--- config.mk ---
export PLATFORM = sky130hd
export DESIGN_NAME = uart_tx_buf
export DESIGN_NICKNAME = d
export VERILOG_FILES = /design/src/rtl/uart_tx_buf.sv
export SDC_FILE = /design/constraint.sdc
export NUM_CORES = 1
export LEC_CHECK = 0
export BUFFER_PORTS_ARGS = -buffer_cell sky130_fd_sc_hd__buf_4
export CAP_MARGIN = 30
export CORE_MARGIN = 3
export CORE_UTILIZATION = 52
export DETAILED_ROUTE_END_ITERATION = 12
export PLACE_DENSITY = 0.77
export REMOVE_ABC_BUFFERS = 1
export SLEW_MARGIN = 20
export SYNTH_ARGS = -nofsm -noshare
export SYNTH_HDL_FRONTEND = slang
export SYNTH_SLANG_ARGS = --single-unit
export TNS_END_PERCENT = 20
--- constraint.sdc ---
create_clock -name clk -period 1.81 [get_ports clk]
set_input_delay 0 -clock clk [delete_from_list [all_inputs] [get_ports clk]]
set_output_delay 0 -clock clk [all_outputs]
set_load 0.01 [all_outputs]
--- src/rtl/uart_tx_buf.sv ---
module uart_tx_buf #(
  parameter int TICKS_PER_BIT = 16
) (
  input  logic       clk,
  input  logic       rst_n,
  input  logic       baud_tick,
  input  logic       cfg_len8,
  input  logic       cfg_stop2,
  input  logic       cfg_par_en,
  input  logic       cfg_par_even,
  input  logic       wr_en,
  input  logic [7:0] wr_data,
  input  logic       irq_clr,
  output logic       txd,
  output logic       busy,
  output logic       irq,
  output logic       ovf_err
);
  localparam int TW = (TICKS_PER_BIT > 1) ? $clog2(TICKS_PER_BIT) : 1;
  localparam int FW = 12;

  logic          full, active;
  logic [7:0]    hold;
  logic [FW-1:0] sr;
  logic [3:0]    nbits, bitcnt;
  logic [TW-1:0] tcnt;

  function automatic logic [FW-1:0] build(input logic [7:0] d, input logic len8,
                                          input logic pen, input logic even);
    logic [FW-1:0] f;
    logic [7:0]    dm;
    logic          p;
    dm = len8 ? d : {1'b0, d[6:0]};
    p  = (^dm) ^ ~even;
    f  = '1;
    f[0] = 1'b0;
    if (len8) begin
      f[8:1] = dm;
      if (pen) f[9] = p;
    end else begin
      f[7:1] = dm[6:0];
      if (pen) f[8] = p;
    end
    return f;
  endfunction

  wire accept    = wr_en && !full;
  wire load      = full && !active;
  wire bit_end   = active && baud_tick && (tcnt == TW'(TICKS_PER_BIT - 1));
  wire frame_end = bit_end && (bitcnt == nbits - 4'd1);

  always_ff @(posedge clk or negedge rst_n) begin
    if (!rst_n) begin
      full    <= 1'b0;
      hold    <= '0;
      active  <= 1'b0;
      sr      <= '1;
      nbits   <= '0;
      bitcnt  <= '0;
      tcnt    <= '0;
      irq     <= 1'b0;
      ovf_err <= 1'b0;
    end else begin
      if (accept) begin
        full <= 1'b1;
        hold <= wr_data;
      end else if (load) begin
        full <= 1'b0;
      end
      if (wr_en && full) ovf_err <= 1'b1;
      if (load) irq <= 1'b1;
      else if (accept || irq_clr) irq <= 1'b0;
      if (load) begin
        active <= 1'b1;
        sr     <= build(hold, cfg_len8, cfg_par_en, cfg_par_even);
        nbits  <= 4'd9 + {3'b0, cfg_len8} + {3'b0, cfg_par_en} + {3'b0, cfg_stop2};
        bitcnt <= '0;
        tcnt   <= '0;
      end else if (active && baud_tick) begin
        if (bit_end) begin
          tcnt   <= '0;
          sr     <= {1'b1, sr[FW-1:1]};
          bitcnt <= bitcnt + 4'd1;
          if (frame_end) active <= 1'b0;
        end else begin
          tcnt <= tcnt + TW'(1);
        end
      end
    end
  end

  assign txd  = active ? sr[0] : 1'b1;
  assign busy = active;

  p_start_low_r2: assert property (@(posedge clk) disable iff (!rst_n)
    $rose(busy) |-> !txd);
  p_bit_hold_r2: assert property (@(posedge clk) disable iff (!rst_n)
    ($past(busy) && busy && !$past(baud_tick)) |-> $stable(txd));
  p_end_on_tick_r7: assert property (@(posedge clk) disable iff (!rst_n)
    $fell(busy) |-> $past(baud_tick));
  p_irq_on_load_r8: assert property (@(posedge clk) disable iff (!rst_n)
    $rose(irq) |-> $rose(busy));
  p_irq_hold_r9: assert property (@(posedge clk) disable iff (!rst_n)
    ($past(irq) && !$past(wr_en) && !$past(irq_clr)) |-> irq);
  p_ovf_cause_r10: assert property (@(posedge clk) disable iff (!rst_n)
    $rose(ovf_err) |-> ($past(wr_en) && $past(full)));
endmodule

==> Flow_metrics.wiki, run 1 <==
{| class="wikitable"
! Metric !! Value
|-
| Result of the run || completed
|-
| Yosys warnings || 0
|-
| TritonCTS clock tree || built
|-
| Max capacitance violation total || 0
|-
| Overall Global Routing Usage || 18.78%
|-
| Actual slew at the worst max-slew pin || 421.2 ps
|-
| Core Rows || 19
|-
| CTS Sinks || 34
|-
| Routed Antenna Nets || 0
|-
| Reg area || 863.3 um2
|-
| Portion of the post-synthesis area used by sequential elements || 52.87%
|-
| Slew Limit Headroom || 71.92%
|-
| Count of different cell masters after synthesis || 27
|-
| Horizontal die dimension || 62.04 um
|-
| CTS Hold Bufs || 15
|-
| Total Die Area || 3848 um2
|-
| Crit path required time || 2090 ps
|-
| Kind of critical path || register to register
|-
| DRC marker count from the first detailed-route iteration || 35
|-
| Share of the synthesized area in the top cell type || 36.78%
|-
| Floorplan Core Area || 2877 um2
|-
| Element type at the critical path end || register
|-
| Top delay family on crit path || simple AND/OR/NAND/NOR gates
|-
| Worst path depth || 7
|-
| Setup Skew || 22.73 ps
|-
| Cell chain of the critical path || ha_1, nand3_1, nor2_1, buf_4, nor2_1, nand2_1, nand2_1
|-
| Smallest hold slack || 124.1 ps
|-
| FF-to-FF setup slack || 270 ps
|-
| PostCTS Resize Cnt || 0
|-
| Max FO, Critical Path || 11
|-
| Via count of the first global-routing pass || 1225
|-
| # DRC || 0
|-
| Proportion of power drawn by combinational gates || 31.9%
|-
| Number of slew-limit violations in the final report || 0
|-
| Switching part of the total || 32.29%
|-
| I/O Buffers || 20
|-
| Critical Path Source Type || register
|-
| Class of the most critical hold timing path || input port to asynchronous set/reset pin
|-
| Netlist area before placement || 1633 um2
|-
| Sequential Power Share || 49.4%
|-
| Fraction of registers with async set or reset after synthesis || 100.0%
|-
| Clock Pin Slew Worst Setup and Hold Paths || 120 ps
|-
| Ratio of cells with drive above 1 in the final layout || 26.42%
|-
| Pwr dens || 1180 nW/um2
|-
| CTS buffer count || 5
|-
| Data arrival time of the worst path || 1820 ps
|-
| Detail Placement HPWL || 2089 um
|-
| Footprint of the multi-input gates || 719.4 um2
|-
| Layout-stage area growth over the synthesis result || 25.67%
|-
| Power share of the clock group || 18.7%
|-
| Wire length per cell || 12.83 um
|-
| Peak supply drop || 0.7584 mV
|-
| Maximum clock frequency || 649.4 MHz
|-
| Cell types with the largest area share after synthesis || sky130_fd_sc_hd__dfrtp_1 37%, sky130_fd_sc_hd__dfstp_2 16%, sky130_fd_sc_hd__xnor2_1 6.4%, sky130_fd_sc_hd__mux2_2 6.2%, sky130_fd_sc_hd__nand2_1 6.2%
|-
| # fillers || 214
|-
| Reg2reg start || tcnt[0]
|-
| Destination of the critical timing path || sr[7]
|-
| Aggregate global routing overflow || 0
|-
| CTS root buf || sky130_fd_sc_hd__clkbuf_4
|-
| Period minus WS final || 1540 ps
|-
| Count of cells along the worst register-to-register path || 7
|-
| Routed via count || 1184
|-
| Number of storage elements in the synthesis netlist || 34
|-
| Average cell area after synthesis || 10.74 um2
|-
| Count of flip-flops with a built-in enable after synthesis || 0
|-
| Maximum count of clock buffers along a single path || 2
|-
| Die Y || 62.04 um
|-
| Flip-flop cell with the highest count after synthesis || sky130_fd_sc_hd__dfrtp_1
|-
| Final total negative setup slack || 0 ps
|-
| Count of buffering cells on the critical path with inverters included || 1
|-
| Crit path launch || tcnt[0]
|-
| Max H-tree Level || 2
|-
| Antenna Cells || 0
|-
| Cells after synthesis || 152
|-
| Number of buffers inserted to repair setup after CTS || 0
|-
| Power dissipated by switching net loads || 0.7819 mW
|-
| Leakage power of the design || 0.9352 nW
|-
| Final-report hold violation count || 0
|-
| Total Wirelength || 3015 um
|-
| Number of antenna violations at the first check in global routing || 0
|-
| Final net count || 215
|-
| Final cycle utilization of the critical path || 85.08%
|-
| RSZ-0062 raised after global routing || no
|-
| IO Count || 21
|-
| Drt first pass iters || 6
|-
| Final design utilization || 71.34%
|-
| Pin count of the biggest net entering global routing || 35
|-
| Cell with the largest stage delay on the worst path || sky130_fd_sc_hd__dfrtp_1
|-
| Initial core utilization || 56.76%
|-
| Worst-skew pair later-pin latency || 350 ps
|-
| Most common cell after layout, fill and taps aside || sky130_fd_sc_hd__nand2_1
|-
| Placer's final routability congestion estimate || 0.7735
|-
| Global-route wire length before repair || 5264 um
|-
| Destination of the worst register-to-register timing path || sr[7]
|-
| Peak per-stage delay on the critical path || 430 ps
|-
| Top cell type by total area after synthesis || sky130_fd_sc_hd__dfrtp_1
|-
| Commonest cells after routing, fill and taps aside || 27 x sky130_fd_sc_hd__nand2_1, 24 x sky130_fd_sc_hd__dfrtp_1, 24 x sky130_fd_sc_hd__buf_4
|-
| Post-DR vias/cell || 5.038
|-
| Internal power summed over all cells || 1.639 mW
|-
| Setup-violating endpoint count in the final report || 0
|}
## registers in the layout (all words and copies together), names as in the netlist
register	cells
irq	1
nbits	4
bitcnt	4
full	1
hold	8
busy	1
sr	10
tcnt	4
ovf_err	1
## layer usage
layer  vias to the layer above  GRT usage (%)  share of wire (%)
met2                        22          31.66                 51
met3                         7          3.719                2.6
met4                         0          8.182                1.8
li1                        594              -                  -
met5                         -              0                  0
met1                       561          23.21                 45
## Yosys cell counts, types with 2 or more instances
master and number:
sky130_fd_sc_hd__nor3_1 2, sky130_fd_sc_hd__nand3_1 2, sky130_fd_sc_hd__o21ai_0 7, sky130_fd_sc_hd__nand2_1 27, sky130_fd_sc_hd__xnor2_1 12, sky130_fd_sc_hd__nor2_1 7, sky130_fd_sc_hd__ha_1 6, sky130_fd_sc_hd__a22o_1 4
sky130_fd_sc_hd__a22oi_1 7, sky130_fd_sc_hd__nor2b_1 3, sky130_fd_sc_hd__nand2b_1 4, sky130_fd_sc_hd__xor2_1 5, sky130_fd_sc_hd__clkbuf_1 2, sky130_fd_sc_hd__dfstp_2 10, sky130_fd_sc_hd__mux2_2 9, sky130_fd_sc_hd__inv_1 6
sky130_fd_sc_hd__a41oi_1 2, sky130_fd_sc_hd__buf_2 4, sky130_fd_sc_hd__dfrtp_1 24, sky130_fd_sc_hd__a21o_1 2
## worst min-delay path by stage
| stage | from | end | slack [ps] | depth (start not counted) |
|---|---|---|---|---|
| detailed placement | rst_n | nbits[2] | -30 | 1 |
| floorplan | rst_n | bitcnt[0] | -300 | 0 |
| global placement | rst_n | nbits[1] | -40 | 1 |
| CTS | rst_n | bitcnt[3] | 130 | 2 |
| finish | rst_n | bitcnt[3] | 120 | 2 |
| global route | rst_n | bitcnt[3] | 140 | 2 |
## metrics by stage
stage	instance area [um2]	total power [mW]	std cells	setup WS, ps
after global placement	1838	1.927	212	389.4
after CTS	2052	2.448	235	267.6
after floorplan	1605	1.757	146	-163.4
after detailed placement	1838	1.961	212	317.9
after global routing	2052	2.618	235	61.62
final	2052	2.421	235	270.0
## logic make-up (layout without fill, tap and decap cells)
family / count (synthesis) / count (layout) / synth area share, %
xor+xnor: 17 / 17 / 9.119
compound gates: 25 / 25 / 10.65
fa+ha+maj: 6 / 6 / 4.598
mux: 10 / 10 / 6.820
flops: 34 / 34 / 52.87
buf+inv: 12 / 53 / 3.065
simple gates: 48 / 48 / 12.87
## area by class of cell
| cell class | count | area share (%) |
|---|---|---|
| multi-input combinational | 106 | 35.06 |
| timing repair buffer | 39 | 16.10 |
| clock buffer | 6 | 2.500 |
| inverter | 6 | 1.098 |
| tap | 42 | 2.561 |
| sequential | 34 | 42.07 |
| clock inverter | 2 | 0.6098 |
## power by group through the flow
stage               combinational, mW  clock [mW]  sequential (mW)
finish                          0.773       0.453             1.20
global route                    0.882       0.508             1.23
CTS                             0.787       0.469             1.19
detailed placement              0.758           0             1.20
global placement                0.735           0             1.19
floorplan                       0.606           0             1.15
Note: power is estimated with default switching activity, not from simulation.
==> run 2: changes to the inputs <==
--- a/config.mk
+++ b/config.mk
@@ -11,8 +11,7 @@
 export CORE_UTILIZATION = 52
 export DETAILED_ROUTE_END_ITERATION = 12
 export PLACE_DENSITY = 0.77
-export REMOVE_ABC_BUFFERS = 1
-export SLEW_MARGIN = 20
+export SLEW_MARGIN = 15
 export SYNTH_ARGS = -nofsm -noshare
 export SYNTH_HDL_FRONTEND = slang
 export SYNTH_SLANG_ARGS = --single-unit
==> run 2 against run 1 <==
Compared with the run above: via count grew 0.59%; first-iteration DRC count is 40% higher; sequential share of layout area rose by 0.077 points; fmax is 1.1% lower; total power shrank 1.0%; final area fell by 0.18%; highest routed layer unchanged; critical endpoint is now tcnt[3]; routed wire length fell by 3.8%; non-clock buffer count fell by 1; clock skew down 18 ps; worst hold slack got worse by 110 ps.
==> Flow_metrics.wiki, run 2 (synthesized netlist as in run 1, its figures left out) <==
{| class="wikitable"
! Metric !! Value
|-
| Setup Skew || 4.989 ps (was 22.73 ps)
|-
| Peak supply drop || 0.8535 mV (was 0.7584 mV)
|-
| Antenna Cells || 0 (unchanged)
|-
| Final instance area || 2048 um2 (was 2052 um2)
|-
| Detail Placement HPWL || 2042 um (was 2089 um)
|-
| Crit path required time || 2030 ps (was 2090 ps)
|-
| Largest registers || sr: 10 flops, hold: 8 flops (unchanged)
|-
| Worst min-delay path endpoint || nbits[0]
|-
| Pin count of the biggest net entering global routing || 35 (unchanged)
|-
| Maximum count of clock buffers along a single path || 2 (unchanged)
|-
| Ratio of cells with drive above 1 in the final layout || 26.56% (was 26.42%)
|-
| CTS buffer count || 5 (unchanged)
|-
| Floorplan Core Area || 2877 um2 (unchanged)
|-
| Routed Antenna Nets || 0 (unchanged)
|-
| Layout-stage area growth over the synthesis result || 25.44% (was 25.67%)
|-
| Count of cells along the worst register-to-register path || 7 (unchanged)
|-
| Period minus WS final || 1558 ps (was 1540 ps)
|-
| IO Count || 21 (unchanged)
|-
| Core Rows || 19 (unchanged)
|-
| Top reg by flops || sr (unchanged)
|-
| Aggregate global routing overflow || 0 (unchanged)
|-
| Result of the run || completed (unchanged)
|-
| Kind of critical path || register to register (unchanged)
|-
| Slew Limit Headroom || 72.09% (was 71.92%)
|-
| Actual slew at the worst max-slew pin || 418.7 ps (was 421.2 ps)
|-
| Total Wirelength || 2901 um (was 3015 um)
|-
| Placer's final routability congestion estimate || 0.8299 (was 0.7735)
|-
| Total Die Area || 3848 um2 (unchanged)
|-
| Via count of the first global-routing pass || 1163 (was 1225)
|-
| Most common cell after layout, fill and taps aside || sky130_fd_sc_hd__nand2_1 (unchanged)
|-
| Number of antenna violations at the first check in global routing || 0 (unchanged)
|-
| Leakage power of the design || 0.9348 nW (was 0.9352 nW)
|-
| DRC marker count from the first detailed-route iteration || 49 (was 35)
|-
| Die Y || 62.04 um (unchanged)
|-
| Max FO, Critical Path || 20 (was 11)
|-
| Reg2reg start || tcnt[0] (unchanged)
|-
| Commonest cells after routing, fill and taps aside || 27 x sky130_fd_sc_hd__nand2_1, 24 x sky130_fd_sc_hd__dfrtp_1, 24 x sky130_fd_sc_hd__buf_4 (unchanged)
|-
| Max capacitance violation total || 0 (unchanged)
|-
| Wire length per cell || 12.40 um (was 12.83 um)
|-
| Max H-tree Level || 2 (unchanged)
|-
| # fillers || 214 (unchanged)
|-
| Final-report hold violation count || 0 (unchanged)
|-
| Number of slew-limit violations in the final report || 0 (unchanged)
|-
| Maximum clock frequency || 642.0 MHz (was 649.4 MHz)
|-
| Pwr dens || 1170 nW/um2 (was 1180 nW/um2)
|-
| Overall Global Routing Usage || 18.47% (was 18.78%)
|-
| Data arrival time of the worst path || 1770 ps (was 1820 ps)
|-
| Placed cell areas || 1858 um2 (was 1838 um2)
|-
| Initial core utilization || 56.76% (unchanged)
|-
| I/O Buffers || 20 (unchanged)
|-
| Drt first pass iters || 4 (was 6)
|-
| Final net count || 214 (was 215)
|-
| FF-to-FF setup slack || 250 ps (was 270 ps)
|-
| Setup-violating endpoint count in the final report || 0 (unchanged)
|-
| Clock Pin Slew Worst Setup and Hold Paths || 100 ps (was 120 ps)
|-
| Post-DR vias/cell || 5.090 (was 5.038)
|-
| Critical Path Source Type || register (unchanged)
|-
| Element type at the critical path end || register (unchanged)
|-
| Destination of the worst register-to-register timing path || tcnt[3] (was sr[7])
|-
| Final cycle utilization of the critical path || 86.05% (was 85.08%)
|-
| TritonCTS clock tree || built (unchanged)
|-
| RSZ-0062 raised after global routing || no (unchanged)
|-
| Class of the most critical hold timing path || input port to register (was input port to asynchronous set/reset pin)
|-
| # DRC || 0 (unchanged)
|-
| Number of flip-flops under the largest register name || 10 (unchanged)
|-
| Synthesized Nets || 175
|-
| Final total negative setup slack || 0 ps (unchanged)
|-
| Horizontal die dimension || 62.04 um (unchanged)
|-
| Worst-skew pair later-pin latency || 320 ps (was 350 ps)
|-
| Global-route wire length before repair || 5106 um (was 5264 um)
|-
| CTS root buf || sky130_fd_sc_hd__clkbuf_4 (unchanged)
|-
| Routed via count || 1191 (was 1184)
|-
| CTS Sinks || 34 (unchanged)
|-
| Number of instances on the worst hold path || 4
|-
| Start point of the worst hold path || cfg_stop2
|}
[run 2: final cells by class]
type	count	area (um2)	area share, %
clock buffers	7	55.05	2.688
clock inverters	1	5.005	0.2443
inverters	6	22.52	1.100
multi-input cells	106	719.4	35.13
flip-flops and latches	34	863.3	42.15
well taps	42	52.55	2.566
repair buffers	38	330.3	16.13
[run 2: stage by stage]
step	hold slack (ps)	setup WS (ps)	power (mW)	utilization [%]	instances
2_1_floorplan	-295.6	442.5	1.761	-	152
3_3_place_gp	-37.12	326.1	1.917	64.59	213
3_5_place_dp	-27.60	278.4	1.962	64.59	213
4_1_cts	1.281	246.4	2.421	71.20	234
5_1_grt	33.77	140.7	2.590	71.20	234
6_report	10.44	252.5	2.396	71.20	234
[run 2: timing repair]
item | 4_1_cts | 5_1_grt
resized for setup | 0 | 0
setup buffers | 0 | 0
hold endpoints to repair | 45 | 0
hold buffers | 13 | 0
[run 2: power breakdown]
part | total (mW) | switching, mW | internal [mW]
Sequential | 1.19 | 0.184 | 1.00
Clock | 0.430 | 0.242 | 0.188
Combinational | 0.781 | 0.330 | 0.451
Total | 2.40 | 0.756 | 1.64
[run 2: worst max-delay path, stage by stage (launching register included)]
cell	delay (ps)
sky130_fd_sc_hd__dfrtp_1	400
sky130_fd_sc_hd__ha_1	180
sky130_fd_sc_hd__nand3_1	80
sky130_fd_sc_hd__nor2_1	180
sky130_fd_sc_hd__buf_12	180
sky130_fd_sc_hd__o21ai_0	90
sky130_fd_sc_hd__a22o_1	180
sky130_fd_sc_hd__a22o_1	170
[run 2: worst max-delay path by stage]
stage | slack (ps) | depth (start not counted) | start | end
floorplan | 440 | 6 | busy | busy
global placement | 330 | 7 | tcnt[1] | tcnt[3]
detailed placement | 280 | 7 | tcnt[1] | tcnt[3]
CTS | 250 | 7 | tcnt[0] | tcnt[3]
global route | 140 | 7 | tcnt[1] | tcnt[3]
finish | 250 | 7 | tcnt[0] | tcnt[3]
[run 2: routing by layer]
layer | GRT usage [%] | vias up | routed length, um
met5 | 0 | - | 0
met4 | 8.182 | 0 | 43
met3 | 4.339 | 4 | 90
met2 | 31.07 | 17 | 1471
met1 | 22.47 | 575 | 1296
li1 | - | 595 | -
